$ cat src/rtl/tlm_pkg.sv
package tlm_pkg;
  typedef enum logic {
    MODE_WINDOW = 1'b0,
    MODE_THERM  = 1'b1
  } lim_mode_e;

  typedef struct packed {
    logic above;
    logic below;
  } cmp_res_t;
endpackage

$ cat src/rtl/tlm_compare.sv
module tlm_compare #(
  parameter int TEMP_W = 16
) (
  input  logic [TEMP_W-1:0] sample_i,
  input  logic [TEMP_W-1:0] hi_lim_i,
  input  logic [TEMP_W-1:0] lo_lim_i,
  output tlm_pkg::cmp_res_t cmp_o
);
  always_comb begin
    cmp_o.above = $signed(sample_i) > $signed(hi_lim_i);
    cmp_o.below = $signed(sample_i) < $signed(lo_lim_i);
  end
endmodule

$ cat src/rtl/tlm_flag_chan.sv
module tlm_flag_chan #(
  parameter int TEMP_W = 16
) (
  input  logic                clk,
  input  logic                rst,
  input  logic                vld_i,
  input  logic                rd_i,
  input  tlm_pkg::lim_mode_e  mode_i,
  input  tlm_pkg::cmp_res_t   cmp_i,
  output logic                hi_nxt_o,
  output logic                lo_nxt_o,
  output logic                hi_q_o,
  output logic                lo_q_o
);
  import tlm_pkg::*;

  lim_mode_e mode_q;
  logic      hi_n, lo_n;

  always_comb begin
    hi_n = hi_q_o;
    lo_n = lo_q_o;
    if (mode_i != mode_q) begin
      hi_n = 1'b0;
      lo_n = 1'b0;
    end else if (mode_i == MODE_THERM) begin
      lo_n = 1'b0;
      if (vld_i) begin
        if (cmp_i.above)      hi_n = 1'b1;
        else if (cmp_i.below) hi_n = 1'b0;
      end
    end else begin
      if (rd_i) begin
        hi_n = 1'b0;
        lo_n = 1'b0;
      end
      if (vld_i && cmp_i.above) hi_n = 1'b1;
      if (vld_i && cmp_i.below) lo_n = 1'b1;
    end
  end

  always_ff @(posedge clk) begin
    mode_q <= mode_i;
    if (rst) begin
      hi_q_o <= 1'b0;
      lo_q_o <= 1'b0;
    end else begin
      hi_q_o <= hi_n;
      lo_q_o <= lo_n;
    end
  end

  assign hi_nxt_o = hi_n;
  assign lo_nxt_o = lo_n;
endmodule

$ cat src/rtl/tlm_alert_drv.sv
module tlm_alert_drv (
  input  logic clk,
  input  logic rst,
  input  logic pol_i,
  input  logic active_i,
  output logic alert_o
);
  always_ff @(posedge clk) begin
    if (rst) alert_o <= ~pol_i;
    else     alert_o <= pol_i ? active_i : ~active_i;
  end
endmodule

$ cat src/rtl/temp_limit_monitor.sv
module temp_limit_monitor #(
  parameter int TEMP_W = 16,
  parameter int NUM_CH = 2
) (
  input  logic                     clk,
  input  logic                     rst,
  input  logic [TEMP_W-1:0]        result_i,
  input  logic                     result_vld_i,
  input  logic [NUM_CH*TEMP_W-1:0] hi_lim_i,
  input  logic [NUM_CH*TEMP_W-1:0] lo_lim_i,
  input  logic [NUM_CH-1:0]        therm_mode_i,
  input  logic [NUM_CH-1:0]        alert_pol_i,
  input  logic                     cfg_rd_i,
  output logic [NUM_CH-1:0]        flag_hi_o,
  output logic [NUM_CH-1:0]        flag_lo_o,
  output logic [NUM_CH-1:0]        alert_o
);
  import tlm_pkg::*;

  for (genvar g = 0; g < NUM_CH; g++) begin : g_ch
    localparam int LSB = g * TEMP_W;
    cmp_res_t  cmp;
    lim_mode_e mode;
    logic      hi_nxt, lo_nxt;

    assign mode = lim_mode_e'(therm_mode_i[g]);

    tlm_compare #(.TEMP_W(TEMP_W)) u_cmp (
      .sample_i (result_i),
      .hi_lim_i (hi_lim_i[LSB +: TEMP_W]),
      .lo_lim_i (lo_lim_i[LSB +: TEMP_W]),
      .cmp_o    (cmp)
    );

    tlm_flag_chan #(.TEMP_W(TEMP_W)) u_flags (
      .clk      (clk),
      .rst      (rst),
      .vld_i    (result_vld_i),
      .rd_i     (cfg_rd_i),
      .mode_i   (mode),
      .cmp_i    (cmp),
      .hi_nxt_o (hi_nxt),
      .lo_nxt_o (lo_nxt),
      .hi_q_o   (flag_hi_o[g]),
      .lo_q_o   (flag_lo_o[g])
    );

    tlm_alert_drv u_alert (
      .clk      (clk),
      .rst      (rst),
      .pol_i    (alert_pol_i[g]),
      .active_i (hi_nxt | lo_nxt),
      .alert_o  (alert_o[g])
    );
  end
endmodule

$ cat config.mk
export PLATFORM = sky130hd
export DESIGN_NAME = temp_limit_monitor
export DESIGN_NICKNAME = d
export VERILOG_FILES = /design/src/rtl/tlm_pkg.sv /design/src/rtl/tlm_compare.sv /design/src/rtl/tlm_flag_chan.sv /design/src/rtl/tlm_alert_drv.sv /design/src/rtl/temp_limit_monitor.sv
export SDC_FILE = /design/constraint.sdc
export NUM_CORES = 1
export LEC_CHECK = 0
export ABC_CLOCK_PERIOD_IN_PS = 3680
export BUFFER_PORTS_ARGS = -buffer_cell sky130_fd_sc_hd__buf_2
export CAP_MARGIN = 15
export CORE_MARGIN = 2
export CORE_UTILIZATION = 29
export CTS_BUF_LIST = sky130_fd_sc_hd__clkbuf_2
export DETAILED_ROUTE_END_ITERATION = 10
export REMOVE_ABC_BUFFERS = 1
export SLEW_MARGIN = 25
export SYNTH_ARGS = -nofsm -noshare
export SYNTH_HDL_FRONTEND = slang
export SYNTH_SLANG_ARGS = --single-unit
$ cat constraint.sdc
create_clock -name clk -period 3.68 [get_ports clk]
set_clock_uncertainty 0.2 [all_clocks]
set_input_delay 0.736 -clock clk [delete_from_list [all_inputs] [get_ports clk]]
set_output_delay 0.736 -clock clk [all_outputs]
set_load 0.03 [all_outputs]
; ---- After elaboration in Yosys (flattened, before gate mapping)
; Index checks and enable logic that the tools add are counted.
[word_totals]
regBits = 8
in_bits = 88
output_inout_bits = 6
[op_classes]
magnitude_cmp = 4
n_eq_ne = 2
mux = 26
n_bitwise = 6
n_reduce_logical = 4
[ops]
columns = operator, n
row1 = $gt A16 B16 Y1, 2
row2 = $lt A16 B16 Y1, 2
row3 = $mux W1, 26
row4 = $logic_and A1 B1 Y1, 4
row5 = $not A1 Y1, 4
row6 = $ne A1 B1 Y1, 2
row7 = $or A1 B1 Y1, 2

; ---- Depth between registers and ports, before layout
; Gate-level depths: netlist of the first run.
[depth]
depth_word = 10
depth_mapped = 9
mapped_depth_nobuf = 9

; ---- Modules after synthesis
; From an unflattened synthesis of the first run, not the netlist that was laid out.
[hier_totals]
cells_unflattened = 258
hier_area_um2 = 1966.9
[modules_own_cells]
columns = mod, instances, cells_each, area_per_inst_um2, seq_area_each_um2
row1 = tlm_compare, 2, 112, 802.0, 0.0
row2 = tlm_flag_chan, 2, 13, 132.6, 60.1
row3 = tlm_alert_drv, 2, 3, 42.5, 20.0
row4 = temp_limit_monitor, 1, 2, 12.5, 0.0

; ---- Worst setup path after synthesis of the first run
; OpenSTA, ideal clock, no wires.
[synth_path]
path_kind = input port to flip-flop
from = in lo_lim_i[15]
to = reg g_ch[0].u_alert.alert_o
setup_time_ns = 0.131
arrival_time_ns = 2.542
required_ns = 3.349
slack_ns = 0.807
stages = 9
path_buffers = 0
cell_sequence = inv_1 > ha_1 > and4_1 > nand2_1 > o211ai_1 > or2_2 > a2111oi_0 > o31ai_1 > xor2_1
[synth_between]
elab_chain_len = 10
[synth_lines]
columns = item, line_no
row1 = from (decl), temp_limit_monitor.sv:10  ; input logic [NUM_CH*TEMP_W-1:0] lo_lim_i,
row2 = $lt A16 B16 Y1 (*), tlm_compare.sv:11  ; cmp_o.below = $signed(sample_i) < $signed(lo_lim_i);
row3 = $mux W1, tlm_flag_chan.sv:30  ; else if (cmp_i.below) hi_n = 1'b0;
row4 = $mux W1, tlm_flag_chan.sv:29  ; if (cmp_i.above) hi_n = 1'b1;
row5 = $mux W1, tlm_flag_chan.sv:28  ; if (vld_i) begin
row6 = $mux W1, tlm_flag_chan.sv:26  ; end else if (mode_i == MODE_THERM) begin
row7 = $mux W1, tlm_flag_chan.sv:23  ; if (mode_i != mode_q) begin
row8 = $or A1 B1 Y1 (*), temp_limit_monitor.sv:52  ; .active_i (hi_nxt | lo_nxt),
row9 = $not A1 Y1, tlm_alert_drv.sv:10  ; else alert_o <= pol_i ? active_i : ~active_i;
row10 = $mux W1 (*), tlm_alert_drv.sv:10
row11 = $mux W1 (*), tlm_alert_drv.sv:9  ; if (rst) alert_o <= ~pol_i;
row12 = to (signal assigned), tlm_alert_drv.sv:9
row13 = to (signal assigned), tlm_alert_drv.sv:10
row14 = to (decl), tlm_alert_drv.sv:6  ; output logic alert_o
; Mark *: on every way between the ends. The rest lies on a longest branch, timed or not.
; A chain may end at the register's enable or synchronous reset.

; ---- Final worst setup path of the first run
[layout_path]
from = in result_i[15]
to = reg g_ch[0].u_alert.alert_o
[layout_between]
elab_chain_len = 10
[layout_lines]
columns = item, line_no
row1 = from (decl), temp_limit_monitor.sv:7  ; input logic [TEMP_W-1:0] result_i,
row2 = $lt A16 B16 Y1, tlm_compare.sv:11
row3 = $mux W1, tlm_flag_chan.sv:30
row4 = $mux W1, tlm_flag_chan.sv:29
row5 = $mux W1, tlm_flag_chan.sv:28
row6 = $mux W1, tlm_flag_chan.sv:26
row7 = $mux W1, tlm_flag_chan.sv:23
row8 = $or A1 B1 Y1 (*), temp_limit_monitor.sv:52
row9 = $not A1 Y1, tlm_alert_drv.sv:10
row10 = $mux W1 (*), tlm_alert_drv.sv:10
row11 = $mux W1 (*), tlm_alert_drv.sv:9
; Marked as above.

==> results of run 1 <==
## stage by stage
stage / util / std cells / hold slack (ns) / worst slack, ns
after global routing: 0.3732 / 467 / 0.3341 / 0.4208
after global placement: 0.3711 / 464 / 0.2754 / 0.4582
after CTS: 0.3732 / 467 / 0.2988 / 0.6417
after detailed placement: 0.3711 / 464 / 0.2755 / 0.4016
after floorplan: - / 272 / 0.3963 / 0.8075
final: 0.3732 / 467 / 0.3005 / 0.6758
## path summary, 6_finish.rpt
check	start	end	slack (ns)
hold reg to reg	g_ch[1].u_flags.lo_q_o	g_ch[1].u_flags.lo_q_o	0.30
setup / recovery	result_i[15]	g_ch[0].u_alert.alert_o	0.68
hold / removal	g_ch[1].u_flags.lo_q_o	g_ch[1].u_flags.lo_q_o	0.30
setup reg to reg	g_ch[1].u_flags.mode_q	g_ch[1].u_alert.alert_o	1.47
## sequential cells by signal, summed over array words and instances (netlist names)
| name | flops |
|---|---|
| g_ch.u_alert.alert_o | 2 |
| g_ch.u_flags.hi_q_o | 2 |
| g_ch.u_flags.lo_q_o | 2 |
| g_ch.u_flags.mode_q | 2 |
## cells by family after synthesis
group / Yosys count
AO/OA/AOI/OAI: 50
XOR/XNOR: 3
adder cells (fa/ha/maj): 62
buffers and inverters: 73
flip-flops: 8
multiplexers: 1
AND/OR/NAND/NOR: 81
## critical path: cells and delay by family
| kind | cells | cell delay, ns |
|---|---|---|
| compound gates | 3 | 1.09 |
| xor+xnor | 1 | 0.17 |
| fa+ha+maj | 1 | 0.37 |
| buf+inv | 1 | 0.13 |
| simple gates | 3 | 0.43 |
## cells in the final DEF (no fill, tap or decap), drive strengths merged, types with 2 or more instances in the layout
cell | Yosys | final
nor2b | 4 | 4
a21oi | 16 | 16
nand2b | 5 | 5
o211ai | 3 | 3
a31oi | 2 | 2
buf | 6 | 93
nor2 | 11 | 11
inv | 67 | 67
o21a | 2 | 2
a211o | 2 | 2
nor4 | 5 | 5
nand3 | 10 | 10
nand2 | 11 | 11
and2 | 2 | 2
dfxtp | 8 | 8
o21ai | 7 | 7
o221ai | 2 | 2
and3 | 2 | 2
nor3 | 5 | 5
ha | 62 | 62
a2111oi | 4 | 4
or2b | 2 | 2
nor3b | 2 | 2
clkbuf | 0 | 3
and4 | 4 | 4
nand4 | 10 | 10
nor4b | 2 | 2
a21o | 6 | 6
a211oi | 2 | 2
xor2 | 3 | 3
## per-layer routing
metal	wire, um	share of wire	up-vias
li1	-	-	1158
met3	281	0.049	9
met4	87	0.015	0
met2	2660	0.47	59
met5	0	0	-
met1	2664	0.47	940
## cell type report
class | count | share of cell area
Sequential cell | 8 | 0.06012
Timing Repair Buffer | 93 | 0.1747
Tap cell | 99 | 0.04650
Inverter | 67 | 0.09441
Clock buffer | 3 | 0.005636
Multi-Input combinational cell | 197 | 0.6186
## report_power, final
group | internal, W | switching [W] | total (W)
registers | 0.0000928 | 0.00000327 | 0.0000960
clock network | 0.0000222 | 0.0000304 | 0.0000526
logic | 0.000117 | 0.000136 | 0.000253
==> metrics.md, run 1 <==
| Metric | Value |
|---|---|
| Die Y | 89.19 um |
| GPL Wtd Cong | 0.7867 |
| Status | complete, no violations |
| Largest family of logic cells by synthesized area | adder cells |
| Worst r2r path cells | 6 |
| Unrepaired setup endpoints after global routing | no |
| Predominant post-synthesis flop cell | dfxtp_1 |
| GRT busiest layer | met2 |
| M1 GR Usage | 0.1822 |
| First-pass GRT wire length | 8907 um |
| Cts hold-fix bufs | 0 |
| Area leader, netlist | ha_1 |
| Critical path class | input port to flip-flop |
| Core area | 7137 um2 |
| CTS tree | done |
| Syn Inst Count | 278 |
| Most frequent cells after synthesis | inv_1, ha_1, a21oi_1 |
| Drt via density | about 4.6 |
| Worst slew margin | 0.5997 |
| Synth warn | 0 |
| Reg area | between 150 and 200 um2 |
| Setup Total Neg Slack | 0 ns |
| # resized after CTS | 0 |
| Critical path's largest stage delay | between 0.5 and 0.6 ns |
| Max Slew Vio Count | 0 |
| Global-route usage over all layers | 0.1418 |
| Peak Freq | 0.3329 GHz |
| Worst Hold Class | flip-flop to flip-flop |
| Overall die area | 7954 um2 |
| I/O Buffers | 93 |
| Routed len/inst | 12.19 um |
| CTS Root Buffer Type | clkbuf_2 |
| Initial antenna violation count | 0 |
| WL final | 5694 um |
| Pwr/cell area | 150.7 nW/um2 |
| CP Cell Sequence | buf_2, ha_1, and4_1, nand2_1, a2111oi_2, nor4_1, a2111oi_0, o31ai_1, xor2_1 |
| Met2 global-route usage | 0.2566 |
| # DRC | 0 |
| Met3 Use GR | 0.008310 |
| Total grt overflow | 0 |
| Leak | around 1.6 nW |
| Least-Margin Pin Slew | 0.5853 ns |
| Synth top area cells | ha_1, inv_1, dfxtp_1, a21oi_1, nand4_1 |
| Mapped Area | 2105 um2 |
| Vias | 2,166 |
| Startpoint Class | input port |
| Worst hold path depth | 2 |
| Period utilization | 0.8164 |
| Sequential-to-total area share from yosys stat | 0.07610 |
| Final instance area | 2664 um2 |
| Max clock buf depth | 2 |
| Crit-path slowest cell | a2111oi_0 |
| Library cells used by synthesis | 44 |
| 1st-iter DRT viols | 53 |
| CP max FO | 6 |
| Post-synthesis adder-cell area fraction | 0.3686 |
| Post-synth top area share | 0.3686 |
| Most frequent cell after synthesis | inv_1 |
| CP Capture Type | flip-flop |
| Post-synthesis simple-gate area fraction | 0.2271 |
| DR pass1 iterations | 4 |
| Vias in the first global route | 2,095 |
| Total chip power | 0.0004015 W |
| Synthesis-to-finish area growth | 26.58% |
| Ant diodes | 0 |
| Clock sink count | 8 |
| # setup viols final | 0 |
| VDD IR max | approximately 0.11 mV |
| CP Data Arrival Time | between 2 and 3 ns |
| Synthesized flop and latch total | 8 |
| Antenna viol nets, final | 0 |
| Fin. Hold Viols | 0 |
| Row Count | 31 |
| Fill cells | 806 |
| Fin crit period | 3.004 ns |
| DP Wirelength | 5247 um |
| H-Tree Level Count | 1 |
| Die W | 89.19 um |
| Boundary Pins | 94 |
| Synth Area in Compound Gates | 0.1700 |
| TritonCTS Buffers | 3 |
| Area of the multi-input gates | between 1500 and 2000 um2 |
| Clock slew at reported path FFs | approximately 0.070 ns |
| Post-synthesis async set-or-reset flop share | 0 |
| Share of cells above drive strength 1 | 0.2799 |
| Max_cap viols | 0 |
| Largest net degree at the start of global routing | 8 |
| Critical Path RT | 3.60 ns |
| XOR/XNOR Fraction of Synth Area | 0.01249 |
| EDFF count, synth | 0 |
| Area after DPL | 2649 um2 |
| Starting Density | 0.2949 |
| Latest clock arrival within the worst-skew pair | about 0.24 ns |
| Nets | 520 |
| Multiplexer share of the synthesized area | 0.004756 |
| Syn avg cell area | roughly 7.6 um2 |
| # Post-CTS Setup Buffers | 0 |
Power figures use the tool's default switching activity.
==> run 2, diff against run 1 <==
--- a/config.mk
+++ b/config.mk
@@ -5,7 +5,7 @@
 export SDC_FILE = /design/constraint.sdc
 export NUM_CORES = 1
 export LEC_CHECK = 0
-export ABC_CLOCK_PERIOD_IN_PS = 3680
+export ABC_CLOCK_PERIOD_IN_PS = 3050
 export BUFFER_PORTS_ARGS = -buffer_cell sky130_fd_sc_hd__buf_2
 export CAP_MARGIN = 15
 export CORE_MARGIN = 2
==> constraint.sdc (replaced) <==
create_clock -name clk -period 3.05 [get_ports clk]
set_clock_uncertainty 0.2 [all_clocks]
set_input_delay 0.61 -clock clk [delete_from_list [all_inputs] [get_ports clk]]
set_output_delay 0.61 -clock clk [all_outputs]
set_load 0.03 [all_outputs]
==> run 2 against run 1 <==
  * Setup slack got worse by 0.42 ns
  * Critical path type unchanged
  * Largest power group unchanged
  * Non-clock buffer count rose by 4
  * Critical endpoint unchanged
  * Core utilization up 0.42 points
  * Total power rose by 21%
==> metrics.md, run 2 (synthesized netlist as in run 1, its figures left out) <==
| Metric | Value |
|---|---|
| Status | complete, no violations |
| Reg2reg start | g_ch[1].u_flags.mode_q |
| Core area | 7137 um2 |
| Period utilization | 0.9172 |
| CP Data Arrival Time | 2.77 ns |
| Die W | 89.19 um |
| WL final | approximately 5700 um |
| P_sw | 0.0002034 W |
| # DRC | 0 |
| Initial antenna violation count | 0 |
| R2R setup slack | 0.84 ns |
| Antenna viol nets, final | 0 |
| Pwr/cell area | 180.9 nW/um2 |
| Peak Freq | approximately 0.36 GHz |
| VDD IR max | ~0.19 mV |
| Leak | 1.591 nW |
| Fill cells | 787 |
| Boundary Pins | 94 |
| Final Util | 0.3775 |
| Worst r2r path cells | 6 |
| Worst slew margin | 0.6183 |
| Fin crit period | ~2.8 ns |
| Critical path's largest stage delay | 0.58 ns |
| Combinational share of power | 0.632 |
| Overall die area | 7954 um2 |
| CP startpoint | result_i[15] |
| Setup WS post-layout | 0.2524 ns |
| Critical path buffer and inverter count | 1 |
| Unrepaired setup endpoints after global routing | no |
| Routed len/inst | between 10 and 15 um |
| Area after DPL | around 2700 um2 |
| Cts hold-fix bufs | 0 |
| Startpoint Class | input port |
| Int Pwr | 0.0002839 W |
| CTS tree | done |
| Share of cells above drive strength 1 | 0.2876 |
| Final instance area | around 2700 um2 |
| CTS Root Buffer Type | clkbuf_2 |
| Critical Path RT | 3.02 ns |
| Final hold slack | 0.2902 ns |
| Vias in the first global route | between 2,000 and 2,500 |
| Max clock buf depth | 2 |
| CP Capture Type | flip-flop |
| DP Wirelength | 5274 um |
| CP Depth | 9 |
| Clock slew at reported path FFs | 0.07 ns |
| Critical path class | input port to flip-flop |
| Largest net degree at the start of global routing | 8 |
| GPL Wtd Cong | 0.7925 |
| Most frequent cells in the layout | buf_2, inv_1, ha_1 |
| DR pass1 iterations | 4 |
| H-Tree Level Count | 1 |
| CP Cell Sequence | buf_2, ha_1, nand2_1, or4_1, o221a_2, o21ai_0, mux2i_1, o31ai_1, xor2_1 |
| First-pass GRT wire length | between 9000 and 10,000 um |
| Total grt overflow | 0 |
| # Post-CTS Setup Buffers | 0 |
| Commonest non-fill, non-tap cell in the layout | buf_2 |
| Vias | 2,185 |
| Row Count | 31 |
| Synthesis-to-finish area growth | 28.00% |
| Crit path max-delay family | compound AO/OA/AOI/OAI gates |
| Crit-path slowest cell | or4_1 |
| Max_cap viols | 0 |
| Worst hold start | g_ch[1].u_flags.lo_q_o |
| Die Y | between 80 and 90 um |
| Worst Hold Class | flip-flop to flip-flop |
| Sequential share of power | 0.238 |
| Global-route usage over all layers | 0.1455 |
| Least-Margin Pin Slew | 0.5581 ns |
| TritonCTS Buffers | 3 |
| Worst hold path depth | 2 |
| Starting Density | 0.2949 |
| Ant diodes | 0 |
| Setup Total Neg Slack | 0 ns |
| DP Worst Slack | 0.01501 ns |
| Worst Hold End | g_ch[1].u_flags.lo_q_o |
| Clock power share | 0.129 |
| # resized after CTS | 0 |
| Clock sink count | 8 |
| CP max FO | 4 |
| Latest clock arrival within the worst-skew pair | 0.24 ns |
| Drt via density | roughly 4.6 |
| Worst R2R End | g_ch[1].u_alert.alert_o |
| I/O Buffers | 93 |
| Fin. Hold Viols | 0 |
| Nets | 524 |
| Max Slew Vio Count | 0 |
| 1st-iter DRT viols | 21 |
| Switching share of power | 0.4174 |
| # setup viols final | 0 |
[run 2: cell type report]
| class | instances | area, um2 | share of cell area |
|---|---|---|---|
| inverters | 67 | 251.5 | 0.09336 |
| multi-input cells | 197 | 1648 | 0.6117 |
| well taps | 99 | 123.9 | 0.04598 |
| repair buffers | 97 | 495.5 | 0.1839 |
| clock buffers | 3 | 15.01 | 0.005574 |
| flip-flops and latches | 8 | 160.2 | 0.05945 |
[run 2: metrics by stage]
stage	power, W	instances
3_5_place_dp	0.0004294	468
4_1_cts	0.0004940	471
5_1_grt	0.0005412	471
2_1_floorplan	0.0002994	272
3_3_place_gp	0.0004228	468
6_report	0.0004873	471
[run 2: power groups by stage]
| stage | registers, W | logic [W] | clock network, W |
|---|---|---|---|
| floorplan | 0.000130 | 0.000169 | 0 |
| global placement | 0.000119 | 0.000304 | 0 |
| detailed placement | 0.000118 | 0.000311 | 0 |
| CTS | 0.000116 | 0.000313 | 0.0000645 |
| global route | 0.000117 | 0.000356 | 0.0000681 |
| finish | 0.000116 | 0.000308 | 0.0000629 |
[run 2: worst max path at each step]
stage	slack (ns)	to
after floorplan	0.30	g_ch[0].u_alert.alert_o
after global placement	0.04	g_ch[0].u_alert.alert_o
after detailed placement	0.02	g_ch[0].u_alert.alert_o
after CTS	0.25	g_ch[0].u_alert.alert_o
after global routing	0.008	g_ch[0].u_alert.alert_o
final	0.25	g_ch[0].u_alert.alert_o
[run 2: per-layer routing]
layer  GRT usage  up-vias  part of all wire
met5           0        -                 0
met4     0.04613        0             0.022
met3     0.01662       11             0.049
met2      0.2673       57              0.47
met1      0.1753      950              0.46
li1            -     1167                 -
[run 2: worst register-to-register path, cell delays in order (launching register included)]
cell      delay (ns)
dfxtp_1         0.34
or3_1           0.37
or4b_1          0.48
a2111o_1        0.41
nand3_2         0.08
nor4b_1         0.06
xor2_1          0.15
==> run 3, diff against run 2 <==
--- a/config.mk
+++ b/config.mk
@@ -16,4 +16,5 @@
 export SLEW_MARGIN = 25
 export SYNTH_ARGS = -nofsm -noshare
 export SYNTH_HDL_FRONTEND = slang
+export SYNTH_HIERARCHICAL = 1
 export SYNTH_SLANG_ARGS = --single-unit
==> run 3 against run 2 <==
  * Total power increased by 2.6%
  * Largest cell class unchanged
  * Global-route usage decreased by 0.47 points
  * Combinational power increased by 5%
  * Sequential cell count unchanged
  * First-iteration DRC count increased by 57%
  * Register-to-register slack improved by 0.80 ns
  * Non-clock buffer count increased by 6
==> metrics.md, run 3 <==
| Metric | Value |
|---|---|
| Switching share of power | 0.4092 |
| 1st-iter DRT viols | 33 |
| CP startpoint | result_i[11] |
| Mapped Area | ~2000 um2 |
| TritonCTS Buffers | 3 |
| Status | complete, no violations |
| CTS tree | done |
| First-pass GRT wire length | 8549 um |
| Vias in the first global route | 1,950 |
| Max Slew Vio Count | 0 |
| Combinational share of power | 0.646 |
| Clock sink count | 8 |
| Fill cells | 722 |
| GPL Wtd Cong | 0.8128 |
| Sequential-to-total area share from yosys stat | 0.08142 |
| Boundary Pins | 94 |
| Predominant post-synthesis flop cell | dfxtp_1 |
| Synthesis-to-finish area growth | 33.65% |
| Worst hold start | g_ch[1].u_flags/mode_q |
| Post-synthesis async set-or-reset flop share | 0 |
| # setup viols final | 0 |
| Syn Inst Count | 258 |
| Core area | 6681 um2 |
| Most frequent cell after synthesis | inv_1 |
| Most frequent cells in the layout | buf_2, inv_1, ha_1 |
| Library cells used by synthesis | 32 |
| P_sw | 0.0002045 W |
| DR pass1 iterations | 4 |
| Critical path's largest stage delay | 0.39 ns |
| Initial antenna violation count | 0 |
| CP Data Arrival Time | 2.78 ns |
| Area after DPL | ~2600 um2 |
| R2R setup slack | 1.64 ns |
| Clock power share | 0.124 |
| Max clock buf depth | 2 |
| Most frequent cells after synthesis | inv_1, ha_1, a21oi_1 |
| # DRC | 0 |
| Fin crit period | ~2.9 ns |
| Die W | 86.36 um |
| Row Count | 30 |
| Setup Total Neg Slack | 0 ns |
| Int Pwr | 0.0002952 W |
| Least-Margin Pin Slew | 0.3402 ns |
| Worst Hold Class | flip-flop to flip-flop |
| Largest net degree at the start of global routing | 7 |
| CP max FO | 4 |
| Overall die area | 7457 um2 |
| Latest clock arrival within the worst-skew pair | 0.23 ns |
| Startpoint Class | input port |
| Commonest non-fill, non-tap cell in the layout | buf_2 |
| Crit-path slowest cell | nor4_1 |
| Global-route usage over all layers | 0.1408 |
| Max_cap viols | 0 |
| Reg2reg start | g_ch[0].u_flags/mode_q |
| Unrepaired setup endpoints after global routing | no |
| CP Cell Sequence | buf_2, ha_1, nand4_1, nor4_1, a21oi_1, o2bb2ai_1, nand3_1, a32oi_2, nor2_1, or2_1, nor2b_4, xnor2_1 |
| Peak Freq | 0.3504 GHz |
| Worst slew margin | 0.7711 |
| I/O Buffers | 93 |
| Routed len/inst | roughly 12 um |
| DP Wirelength | roughly 4600 um |
| Synth top area cells | ha_1, inv_1, dfxtp_1, a21oi_1, nand4_1 |
| Starting Density | 0.2944 |
| Share of cells above drive strength 1 | 0.3159 |
| Nets | slightly above 500 |
| Fin. Hold Viols | 0 |
| # Post-CTS Setup Buffers | 0 |
| Leak | 1.550 nW |
| Final instance area | 2629 um2 |
| Total grt overflow | 0 |
| CTS Root Buffer Type | clkbuf_2 |
| Critical Path RT | 2.97 ns |
| Synth warn | 6 |
| Clock slew at reported path FFs | ~0.07 ns |
| Drt via density | about 4.6 |
| Post-synth top area share | 0.3944 |
| Ant diodes | 0 |
| WL final | 5186 um |
| Area leader, netlist | ha_1 |
| Critical path class | input port to flip-flop |
| CP Capture Type | flip-flop |
| Antenna viol nets, final | 0 |
| EDFF count, synth | 0 |
| Synthesized flop and latch total | 8 |
| Syn avg cell area | 7.624 um2 |
| VDD IR max | 0.2411 mV |
| Sequential share of power | 0.230 |
| Vias | around 2,100 |
| H-Tree Level Count | 1 |
| Pwr/cell area | about 190 nW/um2 |
| Die Y | between 80 and 90 um |
| Period utilization | 0.9356 |
-- run 3: cells by family (layout without fill, tap and decap cells) --
family | Yosys count | in the layout | synth area share
compound gates | 58 | 58 | 0.1972
flops | 8 | 8 | 0.08142
fa+ha+maj | 62 | 62 | 0.3944
buf+inv | 66 | 172 | 0.1260
xor+xnor | 4 | 4 | 0.01781
simple gates | 60 | 60 | 0.1832
-- run 3: path summary, 6_finish.rpt --
path,endpoint,cells after the start
max reg2reg,g_ch[0].u_alert/alert_o,5
min reg2reg,g_ch[1].u_flags/lo_q_o,1
min,g_ch[1].u_flags/lo_q_o,1
max,g_ch[1].u_alert/alert_o,12
-- run 3: per-stage QoR --
stage,power (W),util,hold WS (ns),instances,setup WS [ns]
final,0.0004998,0.3934,0.2668,444,0.1963
after global routing,0.0005614,0.3934,0.2868,444,0.01216
after CTS,0.0005083,0.3925,0.2722,444,0.1905
after detailed placement,0.0004404,0.3903,0.2622,441,-0.07917
after global placement,0.0004368,0.3903,0.2573,441,-0.04051
after floorplan,0.0003056,-,0.2395,258,0.2821
-- run 3: what timing repair did --
item	CTS	global route
resized for setup	0	1
hold buffers	0	0
hold endpoints to repair	0	0
endpoints found under the setup margin	0	1
-- run 3: cell type report --
class / count / area, um2 / area share
Inverter: 66 / 247.7 / 0.09424
Clock buffer: 3 / 15.01 / 0.005712
Timing Repair Buffer: 103 / 540.5 / 0.2056
Tap cell: 80 / 100.1 / 0.03808
Multi-Input combinational cell: 184 / 1565 / 0.5954
Sequential cell: 8 / 160.2 / 0.06092
-- run 3: power groups by stage --
| stage | Combinational, W | Clock [W] | Sequential (W) |
|---|---|---|---|
| finish | 0.000323 | 0.0000621 | 0.000115 |
| global route | 0.000373 | 0.0000728 | 0.000115 |
| CTS | 0.000326 | 0.0000676 | 0.000115 |
| detailed placement | 0.000323 | 0 | 0.000117 |
| global placement | 0.000319 | 0 | 0.000117 |
| floorplan | 0.000177 | 0 | 0.000128 |
-- run 3: critical path: cells and delay by family --
family | cells | cell delay [ns]
simple gates | 6 | 1.08
compound gates | 3 | 0.54
fa+ha+maj | 1 | 0.30
buf+inv | 1 | 0.13
xor+xnor | 1 | 0.11
-- run 3: layer usage --
metal / global-route usage / vias up / part of all wire
met5: 0 / - / 0
met4: 0.01705 / 0 / 0
met3: 0.01143 / 0 / 0.042
met2: 0.2322 / 50 / 0.44
met1: 0.2055 / 881 / 0.51
li1: - / 1124 / -
